`src/rtl/irq_nest_pkg.sv`:
```
package irq_nest_pkg;

   // In-service record: one flag per priority level
   typedef struct packed {
      logic hi;
      logic lo;
   } svc_t;

   localparam int unsigned IRQ_MIN_SRC = 2;
   localparam int unsigned IRQ_MAX_SRC = 32;

endpackage

```
`src/rtl/irq_sample_pick.sv`:
```
module irq_sample_pick #(
   parameter int unsigned N_SRC = 8,
   localparam int unsigned IDX_W = $clog2(N_SRC)
) (
   input  logic             clk,
   input  logic             rst_n,
   input  logic [N_SRC-1:0] pend,
   input  logic [N_SRC-1:0] en,
   input  logic [N_SRC-1:0] prio_hi,
   output logic             hi_any,
   output logic             lo_any,
   output logic [IDX_W-1:0] hi_idx,
   output logic [IDX_W-1:0] lo_idx
);

   logic [N_SRC-1:0] pend_q;
   logic [N_SRC-1:0] hi_vec;
   logic [N_SRC-1:0] lo_vec;

   // detection stage: one register per source
   always_ff @(posedge clk) begin
      if (!rst_n) pend_q <= '0;
      else        pend_q <= pend & en;
   end

   // split each sampled source into its level
   for (genvar g = 0; g < N_SRC; g++) begin : g_level
      assign hi_vec[g] = pend_q[g] &  prio_hi[g];
      assign lo_vec[g] = pend_q[g] & ~prio_hi[g];
   end

   assign hi_any = |hi_vec;
   assign lo_any = |lo_vec;

   // fixed order: lowest index wins, scan from the top down
   always_comb begin
      hi_idx = '0;
      lo_idx = '0;
      for (int i = N_SRC - 1; i >= 0; i--) begin
         if (hi_vec[i]) hi_idx = IDX_W'(i);
         if (lo_vec[i]) lo_idx = IDX_W'(i);
      end
   end

   // winner must be a sampled source of its own level
   assert_pick_valid_R4: assert property (@(posedge clk) disable iff (!rst_n)
      hi_any |-> (pend_q[hi_idx] && prio_hi[hi_idx]));

endmodule

```
`src/rtl/irq_svc_track.sv`:
```
module irq_svc_track
   import irq_nest_pkg::*;
(
   input  logic clk,
   input  logic rst_n,
   input  logic take,
   input  logic take_hi,
   input  logic reti,
   input  logic insn_done,
   output svc_t svc,
   output logic ret_block
);

   // in-service levels
   always_ff @(posedge clk) begin
      if (!rst_n) begin
         svc <= '0;
      end else if (reti) begin
         if (svc.hi) svc.hi <= 1'b0;
         else        svc.lo <= 1'b0;
      end else if (take) begin
         if (take_hi) svc.hi <= 1'b1;
         else         svc.lo <= 1'b1;
      end
   end

   // one instruction must complete after a return
   always_ff @(posedge clk) begin
      if (!rst_n)         ret_block <= 1'b0;
      else if (reti)      ret_block <= 1'b1;
      else if (insn_done) ret_block <= 1'b0;
   end

   assert_reti_hi_first_R8: assert property (@(posedge clk) disable iff (!rst_n)
      (reti && svc.hi) |=> (!svc.hi && (svc.lo == $past(svc.lo))));

   assert_reti_lo_R8: assert property (@(posedge clk) disable iff (!rst_n)
      (reti && !svc.hi) |=> !svc.lo);

   assert_take_marks_R7: assert property (@(posedge clk) disable iff (!rst_n)
      (take && !reti) |=> (take_hi ? svc.hi : svc.lo));

endmodule

```
`src/rtl/irq_nest_ctrl.sv`:
```
module irq_nest_ctrl
   import irq_nest_pkg::*;
#(
   parameter int unsigned N_SRC = 8,
   localparam int unsigned IDX_W = $clog2(N_SRC)
) (
   input  logic             clk,
   input  logic             rst_n,
   input  logic [N_SRC-1:0] src_pend,
   input  logic [N_SRC-1:0] src_en,
   input  logic [N_SRC-1:0] src_hi,
   input  logic             glob_en,
   input  logic             insn_done,
   input  logic             vec_ack,
   input  logic             reti,
   output logic             irq_req,
   output logic [IDX_W-1:0] irq_idx,
   output logic [1:0]       in_svc
);

   if (N_SRC < IRQ_MIN_SRC || N_SRC > IRQ_MAX_SRC) begin : g_bad_cfg
      $error("irq_nest_ctrl: N_SRC out of supported range");
   end

   logic             hi_any, lo_any;
   logic [IDX_W-1:0] hi_idx, lo_idx;
   svc_t             svc;
   logic             ret_block;
   logic             req_q, lvl_q;
   logic [IDX_W-1:0] idx_q;
   logic             hi_ok, lo_ok, raise, take;

   irq_sample_pick #(.N_SRC(N_SRC)) u_pick (
      .clk     (clk),
      .rst_n   (rst_n),
      .pend    (src_pend),
      .en      (src_en),
      .prio_hi (src_hi),
      .hi_any  (hi_any),
      .lo_any  (lo_any),
      .hi_idx  (hi_idx),
      .lo_idx  (lo_idx)
   );

   assign take = req_q & vec_ack;

   irq_svc_track u_svc (
      .clk       (clk),
      .rst_n     (rst_n),
      .take      (take),
      .take_hi   (lvl_q),
      .reti      (reti),
      .insn_done (insn_done),
      .svc       (svc),
      .ret_block (ret_block)
   );

   // eligibility against the in-service state
   assign hi_ok = hi_any & ~svc.hi;
   assign lo_ok = lo_any & ~svc.hi & ~svc.lo;
   assign raise = ~req_q & insn_done & glob_en & ~ret_block & ~reti & (hi_ok | lo_ok);

   always_ff @(posedge clk) begin
      if (!rst_n) begin
         req_q <= 1'b0;
         idx_q <= '0;
         lvl_q <= 1'b0;
      end else if (raise) begin
         req_q <= 1'b1;
         idx_q <= hi_ok ? hi_idx : lo_idx;
         lvl_q <= hi_ok;
      end else if (take) begin
         req_q <= 1'b0;
      end
   end

   assign irq_req = req_q;
   assign irq_idx = idx_q;
   assign in_svc  = {svc.hi, svc.lo};

   assert_raise_gate_R3: assert property (@(posedge clk) disable iff (!rst_n)
      $rose(irq_req) |-> ($past(insn_done) && $past(glob_en)));

   assert_no_raise_in_high_R6: assert property (@(posedge clk) disable iff (!rst_n)
      $rose(irq_req) |-> !$past(in_svc[1]));

   assert_hold_index_R7: assert property (@(posedge clk) disable iff (!rst_n)
      (irq_req && !vec_ack) |=> (irq_req && $stable(irq_idx)));

   assert_post_return_R9: assert property (@(posedge clk) disable iff (!rst_n)
      $past(reti) |-> !$rose(irq_req));

endmodule

```
`config.mk`:
```
export PLATFORM = sky130hd
export DESIGN_NAME = irq_nest_ctrl
export DESIGN_NICKNAME = d
export VERILOG_FILES = /design/src/rtl/irq_nest_pkg.sv /design/src/rtl/irq_sample_pick.sv /design/src/rtl/irq_svc_track.sv /design/src/rtl/irq_nest_ctrl.sv
export SDC_FILE = /design/constraint.sdc
export NUM_CORES = 1
export LEC_CHECK = 0
export ABC_AREA = 0
export BUFFER_PORTS_ARGS = -buffer_cell sky130_fd_sc_hd__buf_2
export CAP_MARGIN = 5
export CELL_PAD_IN_SITES_DETAIL_PLACEMENT = 0
export CELL_PAD_IN_SITES_GLOBAL_PLACEMENT = 1
export CORE_MARGIN = 1.5
export CORE_UTILIZATION = 35
export DETAILED_ROUTE_END_ITERATION = 10
export GPL_TIMING_DRIVEN = 0
export PLACE_DENSITY = 0.78
export SLEW_MARGIN = 30
export SYNTH_ARGS = -nofsm -noshare
export SYNTH_HDL_FRONTEND = slang
export SYNTH_HIERARCHICAL = 1
export SYNTH_SLANG_ARGS = --single-unit
```
`constraint.sdc`:
```
create_clock -name clk -period 2.8 [get_ports clk]
set_input_delay 0.42 -clock clk [delete_from_list [all_inputs] [get_ports clk]]
set_output_delay 0.42 -clock clk [all_outputs]
set_load 0.03 [all_outputs]
```
==> flow_summary.toml, run 1 <==
[finish]
fin_nets = 166
drive_gt1_share_pct = 32.09
post-route-util_pct = 46.04
design_area_mm2 = 0.001120
area_delta_synth_final_pct = 26.59
num_antenna_cells = 0

[clock_tree]
cts_tree = "yes"
post_cts_buffers = 0
cts_resized = 0
clk_latency_ns = 0.28
cts.sinks = 16
cts_hold_buf = 0
root_buffer = "clkbuf_4"
clk_pin_slew_worst_paths_ns = 0.08
clockBufferDepth = 2
h-tree-depth = 1
cts_inserted_buffers = 3

[grt]
first_global_vias = 759
grt_max_degree = 18
grt_overflow = 0
antenna_found_initial = 0
grt_pass1_wl_mm = 3.298
grt_use_total_pct = 16.02

[power_and_ir_drop]
ir_worst_vdd_mv = 0.2091
power_density_mw_per_mm2 = 399.4
leakage_nw = 0.5474

[die]
num_rows = 18
die_x_um = 53.28
core_mm2 = 0.002432
io_pins = 36
start_util_pct = 36.37
dieHeight_um = 53.28
dieArea_mm2 = 0.002838

[drt]
wl_per_cell_um = 12.23
via_per_inst = 5.195
finalWirelength_mm = 2.005
drt_first_pass_iters = 4
vias = 852
dr.first_iter.drc_count = 18
ant_nets = 0
drc = 0

[place]
dpl_worst_slack_ns = 0.7282
numPortBuffers = 35
dp_hpwl_mm = 1.630
post_dp_cell_area_mm2 = 0.001097
place_congestion = 0.7852

[timing]
max_freq_mhz = 546.8
finalSetupViolCount = 0
clock_skew_ns = 0.006088
timing.final.crit_share_pct = 65.32
maxSlewViolCount = 0
rsz0062_at_grt = "no"
fin_ws_ns = 0.9711
slew_headroom_pct = 65.97
tns_ns = 0
finalHoldViolCount = 0
tightest_slew_ns = 0.5104
period_needed_ns = 1.829

[logic_synthesis]
synth_warnings = 6
synth_top_family_by_area = "simple AND/OR/NAND/NOR gates"
syn_avg_cell_area_um2 = 9.215
synth_cells = 96
synth_xor_area_share_pct = 0
ys_types = 33
synth_adder_area_share_pct = 0
netlist_area_um2 = 884.6
synth-async-reset-ratio_pct = 0
ys_ff_latch = 16
ys_seq_area_share_pct = 36.21
synth_mux_area_share_pct = 3.395
synth-compound-area-share_pct = 25.46
synth_top_area_share_pct = 36.21
yosysMostFrequentCell = "dfxtp_1"
synth-main-ff-cell = "dfxtp_1"
synthesis.nets = 126
synth-edff-count = 0
synthTopCellsByCount = "dfxtp_1, nand2_1, and3_1, nand2b_1, nor2b_1"
yosys.area.top_type = "dfxtp_1"
synth-simple-area-share_pct = 33.24
synthTopCellsByArea = "dfxtp_1, a2111oi_4, and3_1, nand2_1, nand2b_1"

[min_path]
hold_path_class = "input pin to flip-flop"

[setup_path]
cp_max_fo = 8
crit_path_start = "u_pick/pend_q[6]$_SDFF_PN0_"
r2r-start = "u_pick/pend_q[6]$_SDFF_PN0_"
r2r_setup_slack_ns = 0.97
critPathKind = "flip-flop to flip-flop"
endpoint = "lvl_q$_SDFFE_PN0P_"
critPathArrivalTime_ns = 2.01
cp-end-kind = "flip-flop"
start_kind = "flip-flop"
cp_data_required_time_ns = 2.98
rr_endpoint = "lvl_q$_SDFFE_PN0P_"
rr_worst_depth = 7

[run_status]
status = "complete, no violations"

[run]
max_cap_viol_count = 0
[layer usage]
metal	track usage [%]	vias up	wire length, um
met5	0	-	0
met4	9.402	0	15
met3	1.130	2	84
met2	24.69	18	950
met1	21.65	397	954
li1	-	435	-
[how the worst min path moves through the flow]
stage                                       end                    start  cells past startpoint
finish              u_pick/pend_q[7]$_SDFF_PN0_                src_en[7]                      2
global route        u_pick/pend_q[0]$_SDFF_PN0_                src_en[0]                      2
CTS                 u_pick/pend_q[7]$_SDFF_PN0_                src_en[7]                      2
detailed placement      irq_idx[0]$_SDFFE_PN0P_  irq_idx[0]$_SDFFE_PN0P_                      1
global placement        irq_idx[1]$_SDFFE_PN0P_  irq_idx[1]$_SDFFE_PN0P_                      1
floorplan             u_svc/svc[0]$_SDFFE_PN0P_       lvl_q$_SDFFE_PN0P_                      1
[cells in the final DEF (no fill, tap or decap), drive strengths merged, types with 3 or more instances in the layout]
master  count
inv         4
buf        35
nand3       3
nand2b      7
clkbuf      3
o211a       3
nand2      13
and3        8
mux2i       3
nor2b       8
dfxtp      16
o21a        3
[area by class of cell]
class                   instances  area (um2)
fillers                       261        1313
multi-input cells              76       549.3
flip-flops and latches         16       320.3
repair buffers                 35       175.2
well taps                      30       37.54
clock buffers                   3       22.52
inverters                       4       15.01
[power breakdown]
part	internal [mW]	switching, mW
registers	0.236	0.00743
clock network	0.0499	0.0630
logic	0.0450	0.0460
total	0.331	0.116
[metrics by stage]
stage | power [mW] | std cells | hold slack (ns)
floorplan | 0.3009 | 96 | 0.4646
global placement | 0.3376 | 161 | 0.4810
detailed placement | 0.3398 | 161 | 0.4852
CTS | 0.4520 | 164 | 0.3552
global route | 0.4789 | 164 | 0.3558
finish | 0.4472 | 164 | 0.3642
[state kept, by name, summed over array words and instances, names as in the netlist]
signal           flops
irq_idx              3
irq_req              1
lvl_q                1
u_pick/pend_q        8
u_svc/ret_block      1
u_svc/svc            2
[kinds of logic (layout without fill, tap and decap cells)]
logic type,after synthesis,count (layout)
AND/OR/NAND/NOR,50,50
multiplexers,3,3
flip-flops,16,16
AO/OA/AOI/OAI,23,23
buffers and inverters,4,42
[worst max-delay path, cell delays in order, from the launching register on]
cell       delay (ns)
dfxtp_1          0.37
nor2b_2          0.23
a2111oi_4        0.07
nand4b_1         0.11
nand2b_1         0.09
a2111oi_4        0.56
nor2b_1          0.09
o21a_1           0.20
Note: power is estimated with default switching activity, not from simulation.
==> run 2: changes to the inputs <==
--- a/config.mk
+++ b/config.mk
@@ -11,10 +11,10 @@
 export CELL_PAD_IN_SITES_DETAIL_PLACEMENT = 0
 export CELL_PAD_IN_SITES_GLOBAL_PLACEMENT = 1
 export CORE_MARGIN = 1.5
-export CORE_UTILIZATION = 35
+export CORE_UTILIZATION = 30
 export DETAILED_ROUTE_END_ITERATION = 10
 export GPL_TIMING_DRIVEN = 0
-export PLACE_DENSITY = 0.78
+export PLACE_DENSITY = 0.71
 export SLEW_MARGIN = 30
 export SYNTH_ARGS = -nofsm -noshare
 export SYNTH_HDL_FRONTEND = slang
==> constraint.sdc (replaced) <==
create_clock -name clk -period 1.5 [get_ports clk]
set_input_delay 0.225 -clock clk [delete_from_list [all_inputs] [get_ports clk]]
set_output_delay 0.225 -clock clk [all_outputs]
set_load 0.03 [all_outputs]
==> run 2 against run 1 <==
Design area grew 7.8%. Register-to-register slack lost 1.2 ns. Sequential share of layout area shrank 1.2 points. Setup slack lost 1.2 ns. The flow now finishes with violations (negative setup slack). Critical path type unchanged. Wire length grew 1.9%.
==> flow_summary.toml, run 2 (same netlist as run 1, synthesis figures left out) <==
[drt]
drc = 0
ant_nets = 0
via_per_inst = 4.971
vias = 845
finalWirelength_mm = 2.043
wl_per_cell_um = 12.02
dr.first_iter.drc_count = 14
drt_first_pass_iters = 4

[setup_path]
critPathSlowestCell = "a2111oi_4"
cp_top_family = "compound AO/OA/AOI/OAI gates"
cp-end-kind = "flip-flop"
cpPeakStageDelay_ns = 0.35
start_kind = "flip-flop"
critPathKind = "flip-flop to flip-flop"
r2r-start = "u_pick/pend_q[7]$_SDFF_PN0_"
cp.buffers_inverters = 2
worst_path_most_repeated_cell = "a2111oi_4"
crit_path_start = "u_pick/pend_q[7]$_SDFF_PN0_"
path_cells = "nor2b_4 > a2111oi_4 > nand4b_1 > nand2b_1 > a2111oi_4 > buf_4 > buf_6 > o211a_1"
cp_max_fo = 6
critPathArrivalTime_ns = 1.92
cp_data_required_time_ns = 1.68

[timing]
period_needed_ns = 1.734
maxSlewViolCount = 0
finalHoldViolCount = 0
tns_ns = -0.9079
finalSetupViolCount = 5
timing.final.crit_share_pct = 115.6
fin_ws_ns = -0.2345
tightest_slew_ns = 0.3358
rsz0062_at_grt = "yes"
max_freq_mhz = 576.5
slew_headroom_pct = 77.41
clock_skew_ns = 0.001283

[power_and_ir_drop]
power_density_mw_per_mm2 = 757.3
ir_worst_vdd_mv = 0.5278
leakage_nw = 0.5896

[grt]
grt_max_degree = 18
antenna_found_initial = 0
grt_pass1_wl_mm = 3.498
first_global_vias = 806
grt_overflow = 0
grt_use_total_pct = 13.64

[clock_tree]
h-tree-depth = 1
root_buffer = "clkbuf_4"
clockBufferDepth = 2
cts_hold_buf = 0
cts_inserted_buffers = 3
clk_pin_slew_worst_paths_ns = 0.09
cts_tree = "yes"
cts.sinks = 16
clk_latency_ns = 0.28

[place]
post_dp_cell_area_mm2 = 0.001120
dp_hpwl_mm = 1.634
place_congestion = 0.8701
numPortBuffers = 35

[die]
core_mm2 = 0.002781
start_util_pct = 31.80
dieHeight_um = 57.30
die_x_um = 57.30
dieArea_mm2 = 0.003283
num_rows = 19
io_pins = 36

[min_path]
hold_start = "src_en[6]"
hold_path_class = "input pin to flip-flop"

[finish]
design_area_mm2 = 0.001207
area_delta_synth_final_pct = 36.49
mostFrequentLayoutCell = "buf_2"
final_cell_mix = "buf_2, nand2_1, dfxtp_1"
num_antenna_cells = 0
largest-register = "u_pick/pend_q"
drive_gt1_share_pct = 43.17
fin_nets = 170
largest_reg_flops = 8

[run_status]
status = "complete, but fails checks"
violations = "negative setup slack"

[run]
max_cap_viol_count = 0
==> run 2: cell types whose count changed in the layout (fill, tap and decap cells not counted), moves of 2 or more <==
cell,change
nand2_2,+2
dfxtp_1,-6
nand2_1,-2
dfxtp_2,+5
buf_6,+2
buf_4,+2
==> run 2: metrics by stage <==
step                      power (mW)  std cells  setup WS [ns]  hold WS (ns)  util (%)
final                         0.9144        170        -0.2345        0.1650     43.41
after global routing          0.9691        170        -0.3359        0.1483     43.41
after CTS                     0.9266        169        -0.2348        0.1551     42.92
after detailed placement      0.6380        162        -0.3329        0.4530     40.26
after global placement        0.6351        162        -0.3113        0.4531     40.26
after floorplan               0.5640         96       -0.04064        0.3011         -
==> run 2: worst reg2reg max path, cell delays in order (launching register included) <==
cell	delay, ns
dfxtp_2	0.34
nor2b_4	0.14
a2111oi_4	0.35
nand4b_1	0.14
nand2b_1	0.13
a2111oi_4	0.08
buf_4	0.17
buf_6	0.11
o211a_1	0.19
==> run 2: cell type report <==
type / instances / area (um2)
Inverter: 4 / 15.01
Clock buffer: 4 / 36.28
Multi-Input combinational cell: 76 / 574.3
Fill cell: 299 / 1574
Sequential cell: 16 / 330.3
Timing Repair Buffer: 39 / 212.7
Tap cell: 31 / 38.79
==> run 2: what timing repair did <==
action | CTS | global route
setup endpoints to repair | 5 | 5
buffers inserted | 3 | 1
gates cloned | 0 | 0
resized for setup | 5 | 2
pin swaps | 0 | 1
==> run 2: where the power goes <==
part / leakage, nW / total (mW) / switching (mW) / internal (mW)
logic: 0.435 / 0.184 / 0.0903 / 0.0934
registers: 0.133 / 0.456 / 0.0152 / 0.441
clock network: 0.0210 / 0.275 / 0.127 / 0.148
==> run 2: final timing paths <==
kind / slack, ns / cells past startpoint / to
worst max-delay path: -0.23 / 8 / irq_idx[1]$_SDFFE_PN0P_
worst min-delay path: 0.16 / 2 / u_pick/pend_q[6]$_SDFF_PN0_
worst max register to register: -0.23 / 8 / irq_idx[1]$_SDFFE_PN0P_
worst min register to register: 0.50 / 1 / u_svc/svc[0]$_SDFFE_PN0P_
==> run 2: routing by layer <==
layer  up-vias  GRT usage, %  wire length [um]
met1       383         17.98              1007
met3         2         3.175                84
met4         0         5.980                16
met2        19         21.35               936
li1        441             -                 -
met5         -             0                 0
==> run 3: changes to the inputs <==
--- a/config.mk
+++ b/config.mk
@@ -11,10 +11,11 @@
 export CELL_PAD_IN_SITES_DETAIL_PLACEMENT = 0
 export CELL_PAD_IN_SITES_GLOBAL_PLACEMENT = 1
 export CORE_MARGIN = 1.5
-export CORE_UTILIZATION = 30
+export CORE_UTILIZATION = 32
+export CTS_BUF_LIST = sky130_fd_sc_hd__clkbuf_8
 export DETAILED_ROUTE_END_ITERATION = 10
 export GPL_TIMING_DRIVEN = 0
-export PLACE_DENSITY = 0.71
+export PLACE_DENSITY = 0.75
 export SLEW_MARGIN = 30
 export SYNTH_ARGS = -nofsm -noshare
 export SYNTH_HDL_FRONTEND = slang
==> run 3 against run 2 <==
The run still ends with negative setup slack left. Critical path depth is the same. Sequential share of layout area grew 0.74 points. First-iteration DRC count shrank 36%. Count of clock-buffer cells in the layout shrank 1. Clock power grew 16%. Die area shrank 5.9%. Final cell count shrank 1.8%. Via count shrank 2.0%. Non-clock buffer count shrank 2. Wire length grew 0.83%. Largest cell class unchanged. Largest power group unchanged.
==> flow_summary.toml, run 3 (same netlist as run 1, synthesis figures left out) <==
[power_and_ir_drop]
power_mw = 0.9509
leakage_nw = 0.5842
power_density_mw_per_mm2 = 790.8
ir_worst_vdd_mv = 0.6118

[grt]
antenna_found_initial = 0
first_global_vias = 799
grt_use_total_pct = 14.28
grt_overflow = 0
grt_pass1_wl_mm = 3.574
grt_max_degree = 18

[timing]
finalSetupViolCount = 5
rsz0062_at_grt = "yes"
max_freq_mhz = 590.2
period_needed_ns = 1.694
finalHoldViolCount = 0
fin_ws_ns = -0.1942
timing.final.crit_share_pct = 112.9
maxSlewViolCount = 0
tns_ns = -0.8017
timing.hold.ws_ns = 0.1999
tightest_slew_ns = 0.3096
slew_headroom_pct = 79.17
clock_skew_ns = 0.003555

[finish]
design_area_mm2 = 0.001202
nFillCells = 268
num_antenna_cells = 0
post-route-util_pct = 47.25
fin_nets = 168
final_cell_mix = "buf_2, nand2_1, dfxtp_1"
area_delta_synth_final_pct = 35.93
mostFrequentLayoutCell = "buf_2"
drive_gt1_share_pct = 40.88
largest_reg_flops = 8
largest-register = "u_pick/pend_q"

[min_path]
hold_path_class = "input pin to flip-flop"

[setup_path]
critPathSlowestCell = "a2111oi_4"
crit_path_start = "u_pick/pend_q[6]$_SDFF_PN0_"
endpoint = "lvl_q$_SDFFE_PN0P_"
cp_max_fo = 8
critPathArrivalTime_ns = 1.83
worst-path-stages = 8
path_cells = "nor2b_4 > a2111oi_4 > nand4b_1 > nand2b_1 > a2111oi_4 > buf_6 > nor2b_2 > o21a_1"
cp_data_required_time_ns = 1.64
rr_endpoint = "lvl_q$_SDFFE_PN0P_"
r2r-start = "u_pick/pend_q[6]$_SDFF_PN0_"
start_kind = "flip-flop"
rr_worst_depth = 8
critPathKind = "flip-flop to flip-flop"
cp-end-kind = "flip-flop"
r2r_setup_slack_ns = -0.19
cpPeakStageDelay_ns = 0.38
cp_top_family = "compound AO/OA/AOI/OAI gates"
cp.buffers_inverters = 1
worst_path_most_repeated_cell = "a2111oi_4"

[drt]
via_per_inst = 4.958
drt_first_pass_iters = 4
finalWirelength_mm = 2.060
ant_nets = 0
vias = 828
dr.first_iter.drc_count = 9
wl_per_cell_um = 12.34
drc = 0

[die]
dieArea_mm2 = 0.003089
start_util_pct = 34.76
core_mm2 = 0.002545
dieHeight_um = 55.58
io_pins = 36
die_x_um = 55.58
num_rows = 18

[place]
dp_hpwl_mm = 1.664
post_dp_cell_area_mm2 = 0.001119
place_congestion = 0.8114
numPortBuffers = 35

[clock_tree]
clk_pin_slew_worst_paths_ns = 0.06
cts.sinks = 16
cts_inserted_buffers = 3
cts_tree = "yes"
clockBufferDepth = 2
h-tree-depth = 1
clk_latency_ns = 0.24
root_buffer = "clkbuf_8"
cts_hold_buf = 0

[run]
max_cap_viol_count = 0

[run_status]
violations = "negative setup slack"
status = "complete, but fails checks"
==> run 3: changes by cell type in the layout (fill, tap and decap cells not counted), sizes merged <==
cell    before  now
inv          4    5
buf         39   37
clkbuf       4    3
==> run 3: area by class of cell <==
class                      instances  area [um2]  share of cell area, %
clock buffer                       3       41.29                  3.434
clock inverter                     1       3.754                 0.3122
inverter                           4       15.01                  1.249
multi-input combinational         76       573.1                  47.66
sequential                        16       337.8                  28.10
tap                               30       37.54                  3.122
timing repair buffer              37       193.9                  16.13
==> run 3: stage by stage <==
stage          setup slack (ns)  std cells
2_1_floorplan          -0.04064         96
3_3_place_gp            -0.3101        161
3_5_place_dp            -0.3446        161
4_1_cts                 -0.2023        166
5_1_grt                 -0.3086        167
6_report                -0.1942        167
==> run 3: where the power goes <==
part / switching (mW) / total (mW) / internal (mW)
Combinational: 0.0885 / 0.178 / 0.0900
Sequential: 0.0148 / 0.452 / 0.438
Clock: 0.139 / 0.320 / 0.181
==> run 3: layer usage <==
layer	GRT usage (%)	part of all wire, %	vias up
met5	0	0	-
met4	4.530	0	0
met3	2.791	4.0	0
met2	21.94	46	17
met1	20.06	50	370
li1	-	-	441
==> run 3: how the worst min path moves through the flow <==
stage | from | cells after the start | endpoint | slack [ns]
4_1_cts | src_en[7] | 2 | u_pick/pend_q[7]$_SDFF_PN0_ | 0.19
6_report | src_en[7] | 2 | u_pick/pend_q[7]$_SDFF_PN0_ | 0.20
5_1_grt | src_en[1] | 2 | u_pick/pend_q[1]$_SDFF_PN0_ | 0.20
2_1_floorplan | reti | 1 | u_svc/svc[1]$_SDFFE_PP0P_ | 0.30
3_5_place_dp | src_en[4] | 2 | u_pick/pend_q[4]$_SDFF_PN0_ | 0.45
3_3_place_gp | src_en[7] | 2 | u_pick/pend_q[7]$_SDFF_PN0_ | 0.45
==> run 3: what timing repair did <==
item,4_1_cts,5_1_grt
resized for setup,2,6
setup endpoints to repair,5,5
setup buffers,1,2
pin swaps,1,0
